`src/rtl/dbgf_pkg.sv`:
```
// Package: shared constants for the debug register front-end.
// Assumes word addressing on the request port.
package dbgf_pkg;
    localparam int ADDR_DATA0 = 'h04;
    localparam int ADDR_CTRL  = 'h10;
    localparam int ADDR_STAT  = 'h16;
    localparam int ADDR_CMD   = 'h17;
    localparam int ADDR_PROG0 = 'h20;

    typedef enum logic [2:0] {
        ERR_NONE = 3'd0,
        ERR_BUSY = 3'd1
    } err_code_t;

    localparam logic [1:0] HS_RUNNING = 2'd0;
    localparam logic [1:0] HS_HALTED  = 2'd1;
    localparam logic [1:0] HS_ABSENT  = 2'd2;

    localparam logic [3:0] DM_VERSION = 4'd1;
endpackage

```
`src/rtl/dbgf_decode.sv`:
```
// Address decoder: classifies a word address into register groups
// and produces the word index inside the data and program ranges.
// Assumes the ranges do not overlap (true for the default sizes).
module dbgf_decode #(
    parameter int AW         = 7,
    parameter int DATA_WORDS = 4,
    parameter int PROG_WORDS = 4,
    parameter int IDX_W      = 3
) (
    input  logic [AW-1:0]    addr,
    output logic             hit_data,
    output logic             hit_prog,
    output logic             hit_ctrl,
    output logic             hit_stat,
    output logic             hit_cmd,
    output logic [IDX_W-1:0] data_idx,
    output logic [IDX_W-1:0] prog_idx
);
    import dbgf_pkg::*;

    // Range compare and offset for every register group.
    always_comb begin
        int a;
        a        = int'(addr);
        hit_data = (a >= ADDR_DATA0) && (a < ADDR_DATA0 + DATA_WORDS);
        hit_prog = (a >= ADDR_PROG0) && (a < ADDR_PROG0 + PROG_WORDS);
        hit_ctrl = (a == ADDR_CTRL);
        hit_stat = (a == ADDR_STAT);
        hit_cmd  = (a == ADDR_CMD);
        data_idx = IDX_W'(a - ADDR_DATA0);
        prog_idx = IDX_W'(a - ADDR_PROG0);
    end
endmodule

```
`src/rtl/dbgf_words.sv`:
```
// Word storage: N 32-bit registers with one write port and one read port.
// Used for both the data words and the program-buffer words.
module dbgf_words #(
    parameter int N     = 4,
    parameter int IDX_W = 3
) (
    input  logic             clk,
    input  logic             rst_n,
    input  logic             we,
    input  logic [IDX_W-1:0] widx,
    input  logic [31:0]      wdata,
    input  logic [IDX_W-1:0] ridx,
    output logic [31:0]      rdata
);
    logic [31:0] words [N];

    for (genvar g = 0; g < N; g++) begin : g_word
        logic [31:0] word_q;
        // Hold one word; load it when this index is written.
        always_ff @(posedge clk) begin
            if (!rst_n)
                word_q <= '0;
            else if (we && (widx == IDX_W'(g)))
                word_q <= wdata;
        end
        assign words[g] = word_q;
    end

    // Select the addressed word for reading.
    always_comb begin
        rdata = '0;
        for (int k = 0; k < N; k++)
            if (ridx == IDX_W'(k)) rdata = words[k];
    end
endmodule

```
`src/rtl/dbgf_abs.sv`:
```
// Abstract command state: busy flag, sticky error, auto-execute mask,
// command word and the start decision. Assumes at most one request per cycle.
module dbgf_abs #(
    parameter int IDX_W = 3
) (
    input  logic             clk,
    input  logic             rst_n,
    input  logic             data_acc,
    input  logic [IDX_W-1:0] data_idx,
    input  logic             stat_wr,
    input  logic             cmd_wr,
    input  logic [31:0]      wdata,
    input  logic             resume_set,
    input  logic             done,
    output logic             busy,
    output logic [2:0]       err,
    output logic [7:0]       auto_mask,
    output logic [31:0]      cmd_word,
    output logic             cmd_start
);
    import dbgf_pkg::*;

    logic        busy_q, busy_n;
    logic [2:0]  err_q, err_n;
    logic [7:0]  auto_q, auto_n;
    logic [31:0] cmd_q;
    logic        start_q, start_n;
    logic        auto_hit, start_req;

    // An access to a data word whose mask bit is set.
    assign auto_hit  = data_acc && (int'(data_idx) < 8) && auto_q[data_idx[2:0]];
    assign start_req = cmd_wr || auto_hit;

    // Next-state for busy, error, mask and the start pulse.
    always_comb begin
        busy_n  = busy_q;
        err_n   = err_q;
        auto_n  = auto_q;
        start_n = 1'b0;
        if (data_acc && busy_q && err_q == ERR_NONE) err_n = ERR_BUSY;
        if (stat_wr) begin
            auto_n = wdata[23:16];
            if (wdata[10:8] == ERR_NONE) err_n = ERR_NONE;
        end
        if (start_req && err_q == ERR_NONE) begin
            if (busy_q) err_n = ERR_BUSY;
            else        start_n = 1'b1;
        end
        if (start_n || resume_set) busy_n = 1'b1;
        else if (done)             busy_n = 1'b0;
    end

    // State registers.
    always_ff @(posedge clk) begin
        if (!rst_n) begin
            busy_q  <= 1'b0;
            err_q   <= ERR_NONE;
            auto_q  <= '0;
            cmd_q   <= '0;
            start_q <= 1'b0;
        end else begin
            busy_q  <= busy_n;
            err_q   <= err_n;
            auto_q  <= auto_n;
            start_q <= start_n;
            if (cmd_wr) cmd_q <= wdata;
        end
    end

    assign busy      = busy_q;
    assign err       = err_q;
    assign auto_mask = auto_q;
    assign cmd_word  = cmd_q;
    assign cmd_start = start_q;
endmodule

```
`src/rtl/dbg_regfront.sv`:
```
// Debug register front-end top: request decode, control register,
// hart status, read multiplexer and registered response.
// Assumes one request per cycle and a response one cycle later.
module dbg_regfront #(
    parameter int AW         = 7,
    parameter int DATA_WORDS = 4,
    parameter int PROG_WORDS = 4,
    parameter int NHARTS     = 4,
    parameter int HSEL_W     = 4
) (
    input  logic              clk,
    input  logic              rst_n,
    input  logic              req_valid,
    input  logic              req_write,
    input  logic [AW-1:0]     req_addr,
    input  logic [31:0]       req_wdata,
    input  logic              cmd_done,
    input  logic [NHARTS-1:0] hart_halted,
    output logic              rsp_valid,
    output logic [31:0]       rsp_rdata,
    output logic              rsp_err,
    output logic              cmd_start,
    output logic [31:0]       cmd_word,
    output logic              resume_go,
    output logic              halt_req,
    output logic [HSEL_W-1:0] hart_sel,
    output logic              dm_active,
    output logic              sys_reset
);
    import dbgf_pkg::*;

    localparam int MAXW  = (DATA_WORDS > PROG_WORDS) ? DATA_WORDS : PROG_WORDS;
    localparam int IDX_W = (MAXW > 8) ? $clog2(MAXW) : 3;
    localparam logic [3:0] DCOUNT = 4'(DATA_WORDS);

    logic             hit_data, hit_prog, hit_ctrl, hit_stat, hit_cmd, hit_any;
    logic [IDX_W-1:0] data_idx, prog_idx;
    logic             wr, rd;
    logic [31:0]      data_rd, prog_rd, rd_mux, ctrl_val, stat_val;
    logic             busy_w;
    logic [2:0]       err_w;
    logic [7:0]       auto_w;
    logic             active_q, halt_q, resume_q, sysrst_q;
    logic [HSEL_W-1:0] hsel_q;
    logic [1:0]       hstat;
    logic             ctrl_wr, resume_set;
    logic             rsp_valid_q, rsp_err_q, resume_go_q;
    logic [31:0]      rsp_rdata_q;

    dbgf_decode #(.AW(AW), .DATA_WORDS(DATA_WORDS), .PROG_WORDS(PROG_WORDS), .IDX_W(IDX_W)) u_dec (
        .addr(req_addr), .hit_data(hit_data), .hit_prog(hit_prog), .hit_ctrl(hit_ctrl),
        .hit_stat(hit_stat), .hit_cmd(hit_cmd), .data_idx(data_idx), .prog_idx(prog_idx)
    );

    assign wr      = req_valid && req_write;
    assign rd      = req_valid && !req_write;
    assign hit_any = hit_data || hit_prog || hit_ctrl || hit_stat || hit_cmd;
    assign ctrl_wr = wr && hit_ctrl;
    assign resume_set = ctrl_wr && req_wdata[0] && req_wdata[2];

    dbgf_words #(.N(DATA_WORDS), .IDX_W(IDX_W)) u_data (
        .clk(clk), .rst_n(rst_n), .we(wr && hit_data), .widx(data_idx),
        .wdata(req_wdata), .ridx(data_idx), .rdata(data_rd)
    );

    dbgf_words #(.N(PROG_WORDS), .IDX_W(IDX_W)) u_prog (
        .clk(clk), .rst_n(rst_n), .we(wr && hit_prog), .widx(prog_idx),
        .wdata(req_wdata), .ridx(prog_idx), .rdata(prog_rd)
    );

    dbgf_abs #(.IDX_W(IDX_W)) u_abs (
        .clk(clk), .rst_n(rst_n), .data_acc(req_valid && hit_data), .data_idx(data_idx),
        .stat_wr(wr && hit_stat), .cmd_wr(wr && hit_cmd), .wdata(req_wdata),
        .resume_set(resume_set), .done(cmd_done), .busy(busy_w), .err(err_w),
        .auto_mask(auto_w), .cmd_word(cmd_word), .cmd_start(cmd_start)
    );

    // Control register: active always captured, the rest only when activating.
    always_ff @(posedge clk) begin
        if (!rst_n) begin
            active_q <= 1'b0;
            halt_q   <= 1'b0;
            resume_q <= 1'b0;
            sysrst_q <= 1'b0;
            hsel_q   <= '0;
        end else if (ctrl_wr) begin
            active_q <= req_wdata[0];
            if (req_wdata[0]) begin
                sysrst_q <= req_wdata[1];
                resume_q <= req_wdata[2];
                halt_q   <= req_wdata[3];
                hsel_q   <= req_wdata[8 +: HSEL_W];
            end
        end
    end

    // Hart status of the selected hart.
    always_comb begin
        hstat = HS_ABSENT;
        for (int h = 0; h < NHARTS; h++)
            if (hsel_q == HSEL_W'(h)) hstat = hart_halted[h] ? HS_HALTED : HS_RUNNING;
    end

    // Read images of the control and status registers.
    always_comb begin
        ctrl_val              = '0;
        ctrl_val[0]           = active_q;
        ctrl_val[1]           = sysrst_q;
        ctrl_val[2]           = resume_q;
        ctrl_val[3]           = halt_q;
        ctrl_val[8 +: HSEL_W] = hsel_q;
        ctrl_val[13:12]       = hstat;
        ctrl_val[16]          = 1'b1;
        ctrl_val[23:20]       = DM_VERSION;
        stat_val              = '0;
        stat_val[3:0]         = DCOUNT;
        stat_val[10:8]        = err_w;
        stat_val[12]          = busy_w;
        stat_val[23:16]       = auto_w;
    end

    // Read multiplexer over all register groups.
    always_comb begin
        rd_mux = '0;
        if (hit_data)      rd_mux = data_rd;
        else if (hit_prog) rd_mux = prog_rd;
        else if (hit_ctrl) rd_mux = ctrl_val;
        else if (hit_stat) rd_mux = stat_val;
        else if (hit_cmd)  rd_mux = cmd_word;
    end

    // Registered response and resume pulse.
    always_ff @(posedge clk) begin
        if (!rst_n) begin
            rsp_valid_q <= 1'b0;
            rsp_rdata_q <= '0;
            rsp_err_q   <= 1'b0;
            resume_go_q <= 1'b0;
        end else begin
            rsp_valid_q <= req_valid;
            rsp_rdata_q <= rd ? rd_mux : '0;
            rsp_err_q   <= rd && !hit_any;
            resume_go_q <= resume_set;
        end
    end

    assign rsp_valid = rsp_valid_q;
    assign rsp_rdata = rsp_rdata_q;
    assign rsp_err   = rsp_err_q;
    assign resume_go = resume_go_q;
    assign halt_req  = halt_q;
    assign hart_sel  = hsel_q;
    assign dm_active = active_q;
    assign sys_reset = sysrst_q;
endmodule

```
`config.mk`:
```
export PLATFORM = sky130hd
export DESIGN_NAME = dbg_regfront
export DESIGN_NICKNAME = d
export VERILOG_FILES = /design/src/rtl/dbgf_pkg.sv /design/src/rtl/dbgf_decode.sv /design/src/rtl/dbgf_words.sv /design/src/rtl/dbgf_abs.sv /design/src/rtl/dbg_regfront.sv
export SDC_FILE = /design/constraint.sdc
export NUM_CORES = 1
export LEC_CHECK = 0
export BUFFER_PORTS_ARGS = -buffer_cell sky130_fd_sc_hd__buf_2
export CAP_MARGIN = 0
export CORE_UTILIZATION = 25
export CTS_BUF_LIST = sky130_fd_sc_hd__clkbuf_16
export DETAILED_ROUTE_END_ITERATION = 8
export PLACE_DENSITY = 0.49
export SLEW_MARGIN = 20
export SYNTH_ARGS = -nofsm -noshare
export SYNTH_HDL_FRONTEND = slang
export SYNTH_SLANG_ARGS = --single-unit
export TNS_END_PERCENT = 1
```
`constraint.sdc`:
```
create_clock -name clk -period 2.8 [get_ports clk]
set_input_delay 0.28 -clock clk [delete_from_list [all_inputs] [get_ports clk]]
set_output_delay 0.28 -clock clk [all_outputs]
set_load 0.005 [all_outputs]
```
==> run summary, run 1 <==
========================================================================================
Worst Hold Class                                                                  in2reg
Clock tree from TritonCTS                                                            yes
Fraction of layout instances using a drive strength above 1                        0.158
Iter 0 DRT Violations                                                              1,206
Net count after synthesis                                                          1,837
Die outline height                                                                250 um
Number of DRC violations after detailed routing                                        0
Number of clock sinks seen by CTS                                                    344
1st-pass router iterations                                                             5
CP max stage cell                                                              a2111oi_1
Max FO, Critical Path                                                                 32
Start point of the critical path                                             req_addr[1]
Number of instances resized during post-cts repair                                     0
Number of warning messages in the yosys log                                            0
Count of placed standard cells in the final layout, fillers left out               2,650
Clock-pin slew on the worst setup and hold paths                                 0.05 ns
Bufs and invs on worst path                                                            2
Antenna diode count                                                                    0
Worst Max-Slew Pin Slew                                                         0.769 ns
# Post-CTS Setup Buffers                                                               0
Wirelength per Cell                                                              21.2 um
Total global routing overflow                                                          0
Max rail drop VDD                                                               0.352 mV
Maximum frequency from static timing analysis                                    471 MHz
Critical path depth                                                                    6
Post-synthesis area per instance                                               8.60 um^2
Power density relative to cell area                                          580 mW/mm^2
Distinct cell type count of the synthesized netlist                                   57
Crit-path leading delay family                                              compound AO/OA/AOI/OAI gates
Main flop type after synthesis                                                   dfxtp_1
Standby leakage power                                                         0.00626 uW
Setup slack, reg-to-reg                                                          0.91 ns
Antenna-violating nets left                                                            0
Global-route wire length before repair                                         84,600 um
Initial antenna violation count                                                        5
Final worst-path cycle share                                                       0.758
Final Power                                                                    10,400 uW
Critical path, cell by cell                                                 buf_4, and3_2, buf_12, and2_1, o21ai_0, a2111oi_1
Setup violators final                                                                  0
Std-Cell Core Area                                                           0.0606 mm^2
Result of the run                                                              completed
Critical Path Start Type                                                       input pin
Most area-consuming cells after synthesis                                   dfxtp_1, nand2_1, a21boi_1
Area growth syn-to-layout                                                          16.8%
Total Die Area                                                               0.0625 mm^2
Number of global-route vias before repair                                         13,000
Share of flip-flops with an asynchronous set or reset after synthesis                  0
Post-layout min period                                                           2.12 ns
Total Routed Length                                                            56,100 um
Number of max-slew violations in the final report                                      0
Most common cell in the netlist                                                  nand2_1
Leading post-synthesis cells by instance count                              nand2_1, dfxtp_1, a21boi_1
Flops & latches, synth                                                               344
Clock buffers created by TritonCTS                                                    40
Required time of the critical path                                               3.19 ns
Worst slew margin relative to its limit                                            0.482
DR vias                                                                           13,300
Synth top area share                                                               0.448
Std-Cell Rows                                                                         90
TNS Setup                                                                           0 ns
Global router's overall resource usage                                             0.178
Worst r2r src                                                                hart_sel[2]
Max Cap Viol                                                                           0
Average via count per standard cell                                                 5.02
Post-Route Skew                                                                0.0146 ns
Endpoint of the lowest-slack register-to-register path                      rsp_rdata[10]
CTS Root Cell                                                                  clkbuf_16
Number of nets in the finished design                                              1,890
Total half-perimeter wirelength after legalization and detailed placement      36,200 um
Sequential cell area fraction in the yosys report                                  0.448
Count of input and output buffers                                                    122
CTS H-Tree Depth                                                                       2
X dimension of the die                                                            250 um
Count of boundary I/O pins                                                           123
Setup repair after global routing missed its margin                                   no
Number of enable-type register cells in the synthesized netlist                        0
Worst setup path category                                                         in2reg
End point of the critical path                                              rsp_rdata[10]
CP peak stage delay                                                              0.69 ns
Clock tree buffer depth                                                                3
Post-synthesis instance area                                                 0.0154 mm^2
Cells after synthesis                                                              1,789
Hold buffers post-CTS                                                                  0
Initial Util                                                                       0.254
Number of placed instances, taps included                                          2,582
Maximum number of pins on one net before global-route repair                         129
Final weighted congestion in routability-driven placement                          0.815
Clock latency reported for the late side of the worst-skew pair                  0.56 ns
Worst-case reg-to-reg path depth                                                       4
Cell accounting for the most synthesized area                                    dfxtp_1
Final hold violations                                                                  0
Data arrival time of the critical path                                           2.51 ns
Crit path capture type                                                              flop
========================================================================================
stage by stage:
stage | utilization | setup WS (ns) | hold slack [ns] | instance area, um^2
floorplan | - | 1.10 | 0.425 | 15400
global placement | 0.277 | 0.172 | 0.435 | 16800
detailed placement | 0.277 | 0.241 | 0.441 | 16800
CTS | 0.296 | 0.821 | 0.0209 | 18000
global route | 0.296 | 0.643 | 0.0547 | 18000
finish | 0.296 | 0.677 | 0.0444 | 18000
sequential cells by signal, summed over array words and instances (netlist names):
signal / count
resume_go: 1
halt_req: 1
u_prog.g_word.word_q: 128
dm_active: 1
rsp_err: 1
u_abs.busy: 1
resume_q: 1
sys_reset: 1
u_abs.cmd_start: 1
rsp_valid: 1
rsp_rdata: 32
u_abs.auto_mask: 8
hart_sel: 4
u_data.g_word.word_q: 128
u_abs.err: 3
u_abs.cmd_word: 32
final cells by class:
type / count / area (um^2)
Clock buffer: 41 / 1030
Clock inverter: 27 / 164
Fill cell: 6389 / 42600
Inverter: 5 / 18.8
Multi-Input combinational cell: 1254 / 7610
Sequential cell: 344 / 6890
Tap cell: 782 / 978
Timing Repair Buffer: 197 / 1270
worst reg2reg max path, delay by kind of cell, from the launching register on:
kind	cells	cell delay, ns
and+or+nand+nor	1	0.37
DFF	1	0.39
AOI/OAI and AO/OA	3	0.96
power breakdown:
| part | total [uW] | internal (uW) | switching (uW) |
|---|---|---|---|
| sequential | 4910 | 4900 | 4.82 |
| combinational | 575 | 191 | 384 |
| clock | 4930 | 2810 | 2120 |
| total | 10400 | 7900 | 2500 |
routing by layer:
| layer | wire (um) | track usage | vias to the layer above | share of wire |
|---|---|---|---|---|
| li1 | - | - | 6243 | - |
| met1 | 26100 | 0.251 | 6490 | 0.46 |
| met2 | 24600 | 0.274 | 466 | 0.44 |
| met3 | 3770 | 0.0307 | 97 | 0.067 |
| met4 | 1610 | 0.0606 | 2 | 0.029 |
| met5 | 17 | 0 | - | 0.00030 |
cells by family after synthesis:
| logic type | Yosys count | share of synthesized area |
|---|---|---|
| flip-flops | 344 | 0.448 |
| AND/OR/NAND/NOR | 729 | 0.208 |
| buffers and inverters | 191 | 0.0585 |
| multiplexers | 70 | 0.0591 |
| AO/OA/AOI/OAI | 455 | 0.226 |
worst min path at each step:
stage	cells after the start	start	to	slack, ns
after floorplan	1	req_valid	rsp_valid	0.43
after global placement	2	u_prog.g_word[0].word_q[15]	u_prog.g_word[0].word_q[15]	0.44
after detailed placement	2	u_prog.g_word[3].word_q[18]	u_prog.g_word[3].word_q[18]	0.44
after CTS	3	cmd_done	u_abs.busy	0.02
after global routing	3	req_wdata[15]	u_data.g_word[1].word_q[15]	0.05
final	3	req_wdata[15]	u_prog.g_word[2].word_q[15]	0.04
placed cells by master, fill, tap and decap left out, types with 9 or more instances in the layout:
master / n
clkbuf_16: 41
or2_2: 9
a221oi_1: 39
buf_4: 70
buf_2: 119
a211oi_1: 22
a21boi_0: 79
nand3_1: 16
nor3_1: 21
dfxtp_1: 344
clkinv_1: 12
a21oi_1: 13
a21boi_1: 210
inv_1: 12
nand2_1: 583
o21ai_0: 9
mux4_2: 16
o22ai_1: 17
o2bb2ai_1: 31
nor2b_1: 33
o311a_1: 13
mux2i_1: 48
(Power assumes the default switching activity.)
==> run 2, diff against run 1 <==
ABC_AREA = 1   (was not set)
clock period = 2.19 ns   (was 2.8 ns; I/O delays follow)
==> run 2 against run 1 <==
- die area shrank 3.1%
- first-iteration DRC count increased by 7.1%
- sequential cell count unchanged
- critical path type unchanged
==> run summary, run 2 <==
========================================================================================
Result of the run                                                              completed
X dimension of the die                                                            246 um   -1.6%
Fraction of the mapped netlist area in adder cells                                     0   unchanged
Final Power                                                                    13,000 uW   +25%
Std-Cell Core Area                                                           0.0589 mm^2   -2.8%
Post-synthesis instance area                                                 0.0149 mm^2   -3.1%
Leading cell type in the layout, fill and taps excluded                          nand2_1
CP dominant cell by count                                                          buf_4
Share of flip-flops with an asynchronous set or reset after synthesis                  0   unchanged
Net count after synthesis                                                          2,159   +18%
Fraction of layout instances using a drive strength above 1                        0.129   -0.0284
Count of boundary I/O pins                                                           123   unchanged
Xor and xnor fraction of the mapped netlist area                                       0   unchanged
Area of combinational cells with multiple inputs                            0.00666 mm^2   -13%
CP max stage cell                                                           dlygate4sd3_1
Area growth syn-to-layout                                                          18.3%
Worst Hold Class                                                                  in2reg
Synth top area share                                                               0.462   +0.0144
Area after DPL                                                               0.0164 mm^2   -2.0%
Max FO, Critical Path                                                                 19   -41%
# Post-CTS Setup Buffers                                                               0   unchanged
Most area-consuming cells after synthesis                                   dfxtp_1, nand2_1, a21oi_1
Sequential cell area fraction in the yosys report                                  0.462   +0.0144
Initial Util                                                                       0.253   -0.000894
Number of clock sinks seen by CTS                                                    344   unchanged
Maximum number of pins on one net before global-route repair                         117   -9.3%
Worst Max-Slew Pin Slew                                                         0.951 ns   +0.182 ns
CTS Root Cell                                                                  clkbuf_16
Post-Route Skew                                                                0.0214 ns   +0.00677 ns
Clock buffers created by TritonCTS                                                    39   -2.5%
Clock tree buffer depth                                                                3   unchanged
Final weighted congestion in routability-driven placement                          0.872   +7.0%
Most common cell in the netlist                                                  nand2_1
CP peak stage delay                                                              0.54 ns   -0.15 ns
Portion of netlist area occupied by mux cells                                          0   -0.0591
Std-Cell Rows                                                                         89   -1.1%
Filler instances                                                                   6,341   -0.75%
Total half-perimeter wirelength after legalization and detailed placement      38,000 um   +4.8%
1st-pass router iterations                                                             5   unchanged
Number of DRC violations after detailed routing                                        0   unchanged
FF+latch area                                                               0.00689 mm^2   unchanged
Critical Path Start Type                                                       input pin
Total Die Area                                                               0.0606 mm^2   -3.1%
Die outline height                                                                246 um   -1.6%
Max rail drop VDD                                                               0.476 mV   +35%
Maximum frequency from static timing analysis                                    562 MHz
TNS Setup                                                                           0 ns   unchanged
Hold path endpoint                                                          u_data.g_word[0].word_q[7]
Iter 0 DRT Violations                                                              1,292   +7.1%
Distinct cell type count of the synthesized netlist                                   29   -49%
Endpoint of the lowest-slack register-to-register path                      rsp_rdata[24]
Post-synthesis area per instance                                               7.06 um^2   -18%
Number of nets in the finished design                                              2,222   +18%
Clock tree from TritonCTS                                                            yes
Power density relative to cell area                                          738 mW/mm^2   +27%
Antenna-violating nets left                                                            0   unchanged
Most frequent cells in the layout                                           nand2_1, dfxtp_1, a21oi_1, nand3_1, o21ai_0
Average via count per standard cell                                                 4.97   -0.94%
Final non-filler cell area                                                   0.0176 mm^2   -1.8%
Flops & latches, synth                                                               344   unchanged
Combinational family with the most area after synthesis                     simple AND/OR/NAND/NOR gates
Hold Path Cell Cnt                                                                     3   unchanged
Initial antenna violation count                                                        3   -2
Number of enable-type register cells in the synthesized netlist                        0   unchanged
Cells after synthesis                                                              2,111   +18%
Worst-case reg-to-reg path depth                                                       6   +2
Required time of the critical path                                               2.71 ns   -0.48 ns
Count of input and output buffers                                                    122   unchanged
Number of global-route vias before repair                                         13,700   +5.9%
Worst min-delay path startpoint                                             req_wdata[7]
Final worst-path cycle share                                                       0.813
CTS H-Tree Depth                                                                       2   unchanged
Worst r2r src                                                               u_prog.g_word[2].word_q[24]
Registers with the highest flip-flop counts                                 u_data.g_word.word_q (128), u_prog.g_word.word_q (128)
Final hold violations                                                                  0   unchanged
Leading post-synthesis cells by instance count                              nand2_1, dfxtp_1, a21oi_1
Worst setup path category                                                         in2reg
Clock-pin slew on the worst setup and hold paths                                 0.06 ns   about the same
Wirelength per Cell                                                              19.2 um   -9.4%
Synthesized-area fraction occupied by ao, oa, aoi and oai cells                    0.182   -0.0442
Global-route wire length before repair                                         85,400 um   +0.89%
DR vias                                                                           14,800   +11%
Main flop type after synthesis                                                   dfxtp_1
Setup slack, reg-to-reg                                                          0.93 ns   +0.02 ns
Clock latency reported for the late side of the worst-skew pair                  0.58 ns   +0.02 ns
Post-Synth Simple-Gate Area                                                        0.262   +0.0540
Critical path, cell by cell                                                 dlygate4sd3_1, buf_4, nand2_1, nor2_1, buf_4, nand2_1, inv_1, nand3_1, nor3_1, buf_4
Worst slew margin relative to its limit                                            0.366   -0.116
Max Cap Viol                                                                           0   unchanged
Count of placed standard cells in the final layout, fillers left out               2,975   +12%
Post-layout min period                                                           1.78 ns
Setup repair after global routing missed its margin                                   no
Setup violators final                                                                  0   unchanged
Data arrival time of the critical path                                           2.30 ns   -0.21 ns
Number of placed instances, taps included                                          2,900   +12%
Total global routing overflow                                                          0   unchanged
Cell accounting for the most synthesized area                                    dfxtp_1
Number of warning messages in the yosys log                                            0   unchanged
Total Routed Length                                                            57,000 um   +1.7%
Number of max-slew violations in the final report                                      0   unchanged
Crit path capture type                                                              flop
Global router's overall resource usage                                             0.185   +0.00655
Standby leakage power                                                         0.00650 uW   +3.9%
========================================================================================
==> run 2: layout make-up <==
class | count | area share
sequential | 344 | 0.391
clock buffer | 40 | 0.0568
inverter | 139 | 0.0300
timing repair buffer | 212 | 0.0825
antenna | 1 | 0.000142
tap | 773 | 0.0549
multi-input combinational | 1438 | 0.378
clock inverter | 28 | 0.00731
==> run 2: report_power, final <==
part	switching [uW]	leakage (uW)	internal (uW)
clock	2720	0.000616	3290
sequential	5.07	0.00277	6270
combinational	554	0.00312	175
total	3280	0.00650	9740
==> run 2: worst max-delay path, delay by kind of cell <==
family | cells | cell delay, ns
buffers and inverters | 5 | 1.30
and+or+nand+nor | 5 | 0.75
==> run 2: layer usage <==
metal  up-vias  wire [um]  GRT usage
met5         -         12    0.00245
li1       7067          -          -
met1      7058      25800      0.260
met3        82       4840     0.0319
met2       579      24900      0.283
met4         2       1420     0.0616
==> run 2: how the worst max path moves through the flow <==
stage | end | startpoint | slack [ns] | depth (start not counted)
detailed placement | u_abs.busy | req_addr[2] | 0.24 | 9
global placement | u_abs.busy | req_addr[2] | 0.24 | 9
floorplan | u_abs.cmd_word[2] | req_addr[0] | 0.74 | 10
CTS | rsp_err | rst_n | 0.45 | 10
finish | rsp_err | rst_n | 0.41 | 10
global route | rsp_err | rst_n | 0.29 | 10
==> run 2: repair_timing <==
item                      4_1_cts  5_1_grt
resized for setup               0        0
hold endpoints to repair       18        0
hold buffers                    6        0
==> run 2: cell families after synthesis <==
| group | count (synthesis) |
|---|---|
| buffers and inverters | 329 |
| AO/OA/AOI/OAI | 536 |
| flip-flops | 344 |
| AND/OR/NAND/NOR | 902 |
==> run 2: metrics by stage <==
step	setup slack, ns	utilization	hold WS, ns
3_3_place_gp	0.241	0.279	0.435
5_1_grt	0.292	0.299	0.0408
4_1_cts	0.446	0.299	0.00969
6_report	0.410	0.299	0.0402
3_5_place_dp	0.239	0.279	0.439
2_1_floorplan	0.743	-	0.330
